[src/rtl/disp_raster_gen.sv]
module disp_raster_gen #(
  parameter int XW = 12,
  parameter int YW = 11
) (
  input  logic          clk,
  input  logic          rst_n,
  input  logic          enable,
  input  logic [XW-1:0] h_sync_end,
  input  logic [XW-1:0] h_bp_end,
  input  logic [XW-1:0] h_act_end,
  input  logic [XW-1:0] h_total,
  input  logic [YW-1:0] v_sync_end,
  input  logic [YW-1:0] v_bp_end,
  input  logic [YW-1:0] v_act_end,
  input  logic [YW-1:0] v_total,
  input  logic          pol_hsync,
  input  logic          pol_vsync,
  input  logic          pol_de,
  output logic          hsync,
  output logic          vsync,
  output logic          de,
  output logic [XW-1:0] pos_x,
  output logic [YW-1:0] pos_y,
  output logic          pix_valid
);

  logic          run_q;
  logic [XW-1:0] x_q;
  logic [YW-1:0] y_q;
  logic          x_last, y_last;
  logic          hs_act, vs_act, de_act;

  assign x_last = (x_q >= h_total);
  assign y_last = (y_q >= v_total);

  always_ff @(posedge clk) begin
    if (!rst_n || !enable) begin
      x_q   <= h_total;
      y_q   <= v_total;
      run_q <= 1'b0;
    end else begin
      run_q <= 1'b1;
      if (x_last) begin
        x_q <= '0;
        y_q <= y_last ? '0 : y_q + 1'b1;
      end else begin
        x_q <= x_q + 1'b1;
      end
    end
  end

  assign hs_act = run_q && (x_q <= h_sync_end);
  assign vs_act = run_q && (y_q <= v_sync_end);
  assign de_act = run_q && (x_q > h_bp_end) && (x_q <= h_act_end)
                        && (y_q > v_bp_end) && (y_q <= v_act_end);

  assign hsync     = pol_hsync ? hs_act : ~hs_act;
  assign vsync     = pol_vsync ? vs_act : ~vs_act;
  assign de        = pol_de    ? de_act : ~de_act;
  assign pix_valid = de_act;
  assign pos_x     = x_q;
  assign pos_y     = y_q;

  p_park_r1: assert property (@(posedge clk) disable iff (!rst_n)
    !enable |=> (pos_x == $past(h_total) && pos_y == $past(v_total)));

  p_blank_r2: assert property (@(posedge clk) disable iff (!rst_n)
    $past(!enable) |-> (!pix_valid && hsync != pol_hsync && vsync != pol_vsync && de != pol_de));

  p_origin_r3: assert property (@(posedge clk) disable iff (!rst_n)
    ($past(!enable) && enable) |=> (pos_x == '0 && pos_y == '0));

  p_xstep_r4: assert property (@(posedge clk) disable iff (!rst_n)
    (enable && $past(enable) && $past(pos_x) < $past(h_total))
      |-> (pos_x == $past(pos_x) + 1'b1));

  p_yhold_r4: assert property (@(posedge clk) disable iff (!rst_n)
    (enable && $past(enable) && pos_x != '0) |-> $stable(pos_y));

endmodule

[config.mk]
export PLATFORM = sky130hd
export DESIGN_NAME = disp_raster_gen
export DESIGN_NICKNAME = d
export VERILOG_FILES = /design/src/rtl/disp_raster_gen.sv
export SDC_FILE = /design/constraint.sdc
export NUM_CORES = 1
export LEC_CHECK = 0
export ABC_AREA = 1
export BUFFER_PORTS_ARGS = -buffer_cell sky130_fd_sc_hd__clkbuf_2
export CELL_PAD_IN_SITES_DETAIL_PLACEMENT = 1
export CELL_PAD_IN_SITES_GLOBAL_PLACEMENT = 1
export CORE_UTILIZATION = 39
export DETAILED_ROUTE_END_ITERATION = 8
export GPL_TIMING_DRIVEN = 0
export PLACE_DENSITY = 0.87
export SETUP_SLACK_MARGIN = 0.15
export SLEW_MARGIN = 20
export SYNTH_ARGS = -nofsm -noshare
export SYNTH_HDL_FRONTEND = slang
export SYNTH_SLANG_ARGS = --single-unit
[constraint.sdc]
create_clock -name clk -period 5.55 [get_ports clk]
set_input_delay 0.8325 -clock clk [delete_from_list [all_inputs] [get_ports clk]]
set_output_delay 0.8325 -clock clk [all_outputs]
set_load 0.05 [all_outputs]
; Word level (Yosys, flattened, before mapping)
; Cells that the tools add are included.
[totals]
out_inout_bits = 27
in_bits = 98
wordCells = 35
regBits = 24
[classes]
magnitude_cmp = 8
muxes = 9
reduce_logical = 10
bitwise = 3
n_addsub = 2
[ops]
columns = operator, n
row1 = 11-bit two-way mux, 3
row2 = 12-bit <= comparator, 2
row3 = 12-bit two-way mux, 2
row4 = 11-bit <= comparator, 2
row5 = 12-bit by 1-bit adder with 12-bit output (second input constant), 1
row6 = 12-bit >= comparator, 1
row7 = 12-bit > comparator, 1
row8 = 11-bit by 1-bit adder with 11-bit output (second input constant), 1
row9 = 11-bit >= comparator, 1
row10 = 11-bit > comparator, 1
row11 = 1-bit logical AND, 6
row12 = 1-bit two-way mux, 4
row13 = 1-bit inverter, 3
row14 = 1-bit logical NOT, 2
row15 = 2-bit nonzero test, 1
row16 = 1-bit logical OR, 1

; Logic depth before layout (Yosys ltp)
[depth]
ltp_word = 7
ltp_mapped = 13
mapped_depth_nobuf = 13

; Least setup slack after synthesis
; No wires, ideal clock.
[synth_timing]
path_type = input to output
from = input v_sync_end[10]
to = output vsync
cell_stages = 9
arrival_ps = 2373
path_slack_ps = 2344
path_cell_list = inv_1 ha_1 nand4_1 nor2_1 nand2_1 nand3_1 o21ai_0 nand2_1 xor2_1
[synth_between]
elab_chain_len = 4
[synth_rtl]
columns = element, line
row1 = from (decl), 12  ; input logic [YW-1:0] v_sync_end,
row2 = 11-bit <= comparator (*), 53  ; assign vs_act = run_q && (y_q <= v_sync_end);
row3 = 1-bit logical AND (*), 53
row4 = 1-bit inverter, 58  ; assign vsync = pol_vsync ? vs_act : ~vs_act;
row5 = 1-bit two-way mux (*), 58
row6 = to (decl), 20  ; output logic vsync,
; Every way passes the cells marked *; elsewhere a longest branch is shown, timed or not.

; Worst setup path in the final report
[layout_timing]
from = register y_q[4], in the netlist pos_y[4]
to = output vsync
[layout_between]
elab_chain_len = 4
[layout_rtl]
columns = element, line
row1 = from (decl), 29  ; logic [YW-1:0] y_q;
row2 = from (signal assigned), 39  ; y_q <= v_total;
row3 = from (signal assigned), 45  ; y_q <= y_last ? '0 : y_q + 1'b1;
row4 = 11-bit <= comparator (*), 53
row5 = 1-bit logical AND (*), 53
row6 = 1-bit inverter, 58
row7 = 1-bit two-way mux (*), 58
; Marked as above.

==> metrics <==
Compound-Gate Fraction of Synth Area=9.97%; final setup violation count=0; Hold Crit Depth=3; Vias=4081; Util after Layout=49.5%; status=complete, no violations; port bufs=124; antenna violations before repair=0; RSZ-0062 raised after global routing=false; most common cell after layout, fill and taps aside=nand2_1; count of antenna-violating nets left after detailed routing=0; drt total wl=11500 microns; power density over the cells=178 nW/um^2; Syn Inst Count=564; busiest grt layer=met2; leakage power=2.85 nW; H-tree levels=1; Core Area=9280 sq um; critical path fanouts, max=11; share of layout cells above drive strength 1=20.2%; Root Driver=clkbuf_8; CP Data Required Time=4720 ps; P&R area growth vs syn=22.0%; Die Y-Extent=100 microns; Die W=100 microns; drt initial violations=50; Congestion Overflow GR=0; Simple-Gate Fraction of Synth Area=26.5%; vias in the first global route=4388; Hold Path Class=reg -> reg; mux cell area share after synthesis=0%; CTS tree=yes; Synth Warn #=0; Post-CTS Resized=0; diode count=0; DR WL/cell=14.0 microns; Die Footprint=10100 sq um; global-route wire length before repair=19000 microns; Post-CTS Setup Inserts=0; FF/Latch Area=591 sq um; commonest non-fill, non-tap cells in the layout=nand2_1, inv_1, clkbuf_2; clock buffer count from CTS=3; setup TNS=0 ps; hold_buf cts=0; grt met1 use=27.0%; multi-input logic area=2670 sq um; actual slew at the worst max-slew pin=577 ps; Initial Utilization=40.6%; Final HPWL DP=9910 microns; Max Clk Rate=307 MHz; Yosys cell types=34; M3 GR Usage=0.975%; number of max-cap violations=0; crit path DAT=2420 ps; nets=885; Pint=0.421 mW; Post-Synth Adder-Cell Area=31.2%; Synthesized Nets=756; R2R cell count=8; Pins Over Slew Limit=0; Clock Power Share=14.1%; Final Cell Area=4590 sq um; sequential share of power=31.7%; clk_skew=6.62 ps; Worst IR Drop VDD=0.0984 mV; clock buffer depth=2; placed cell area=4550 sq um; GRT Overall Usage=23.6%; Final Cycle Share=58.7%; Synth Register Bits=24; Net Sw Frac=48.4%; Final Wtd Congestion=0.879; Pre-Repair DR Iteration Count=4; Vias/cell=4.97; Post-Synth XOR/XNOR Area=3.26%; pin count of the biggest net entering global routing=14; # IOs=125; GR Util met2=47.6%; Critical Path Sink Type=primary output; WS Path Type=reg -> out; Final Critical Period=3260 ps; normalized max-slew margin=61.5%; Clock Latency Late Sink=280 ps; sequential element share of the synthesized area=15.7%; Synth Cell Area=3770 sq um; Rows=35; Reg clk slew, reported paths=100 ps; Psw=0.395 mW; main combinational cell family by area after synthesis=adder cells; part of the power in combinational logic=54.2%; # clock sinks=24; DRC errors left=0; final hold vios=0; # fillers=1306; Post-Syn Area per Cell=6.68 sq um; Startpoint Class=flop
## synth_stat cells
master	instances	area share (%)
a211oi_2	1	0.33
dfxtp_1	13	6.9
xor2_1	8	1.9
edfxtp_1	11	8.8
and2_1	2	0.33
ha_1	94	31
nor2_4	1	0.30
o21bai_1	1	0.20
nand3_2	1	0.27
nor3_4	1	0.43
clkinv_1	1	0.10
a21o_1	4	0.80
nand4_1	14	2.3
o21ai_0	11	1.5
o21a_1	3	0.60
nor2_1	32	3.2
clkbuf_1	3	0.30
nand3_1	19	2.5
or2_1	1	0.17
nor3_1	4	0.53
a31oi_1	3	0.50
a21oi_1	35	4.7
nand2_2	1	0.17
xnor2_1	6	1.4
o21ai_1	9	1.2
nand3b_1	2	0.40
buf_2	1	0.13
a41oi_1	1	0.23
inv_1	124	12
buf_4	1	0.20
inv_2	3	0.30
nor2_2	3	0.50
nand2_1	146	15
nor3b_1	4	0.80
## worst max-delay path, cell delays in order, from the launching register on
cell,delay (ps)
edfxtp_1,610
ha_1,390
a21oi_1,70
o21ai_0,240
nand2_1,90
nand3_1,70
o21ai_0,100
nand2_1,120
xor2_1,150
clkbuf_2,290
## per-layer routing
layer	vias to the layer above	wire, microns	share of wire, %
met3	17	265	2.3
met1	1923	5010	44
li1	2063	-	-
met4	0	177	1.5
met2	78	6040	53
met5	-	0	0
## sequential cells by signal, summed over array words and instances, names as in the netlist
signal,cells
pos_x,12
run_q,1
pos_y,11
## area by class of cell
type                            count  area share (%)
Clock inverter                      1          0.0817
Tap cell                          129            3.51
Multi-Input combinational cell    407            58.2
Buffer                              5           0.518
Sequential cell                    24            12.9
Inverter                          128            10.5
Clock buffer                        3           0.899
Timing Repair Buffer              124            13.5
## cells by family (layout without fill, tap and decap cells)
group | Yosys count | count (layout)
simple gates | 231 | 231
compound gates | 68 | 68
flops | 24 | 24
fa+ha+maj | 94 | 94
xor+xnor | 14 | 14
buf+inv | 133 | 261
## stage by stage
stage / hold WS (ps) / setup slack (ps) / std cells / power (mW)
floorplan: 813 / 2340 / 564 / 0.555
CTS: 674 / 2270 / 821 / 0.821
detailed placement: 649 / 2320 / 817 / 0.707
global placement: 622 / 2370 / 817 / 0.674
finish: 673 / 2290 / 821 / 0.816
global route: 722 / 2110 / 821 / 0.886
## path summary, 6_finish.rpt
check                           startpoint        to  slack, ps
worst min-delay path              pos_x[0]  pos_x[1]        670
worst max register to register    pos_x[5]  pos_y[8]       3190
worst min register to register    pos_x[0]  pos_x[1]        670
worst max-delay path              pos_y[4]     vsync       2290
## power by group through the flow
| stage | clock network, mW | logic, mW | registers, mW |
|---|---|---|---|
| final | 0.115 | 0.442 | 0.259 |
| after global routing | 0.119 | 0.503 | 0.264 |
| after CTS | 0.115 | 0.447 | 0.259 |
| after detailed placement | 0 | 0.444 | 0.263 |
| after global placement | 0 | 0.412 | 0.262 |
| after floorplan | 0 | 0.248 | 0.308 |
(Power assumes the default switching activity.)
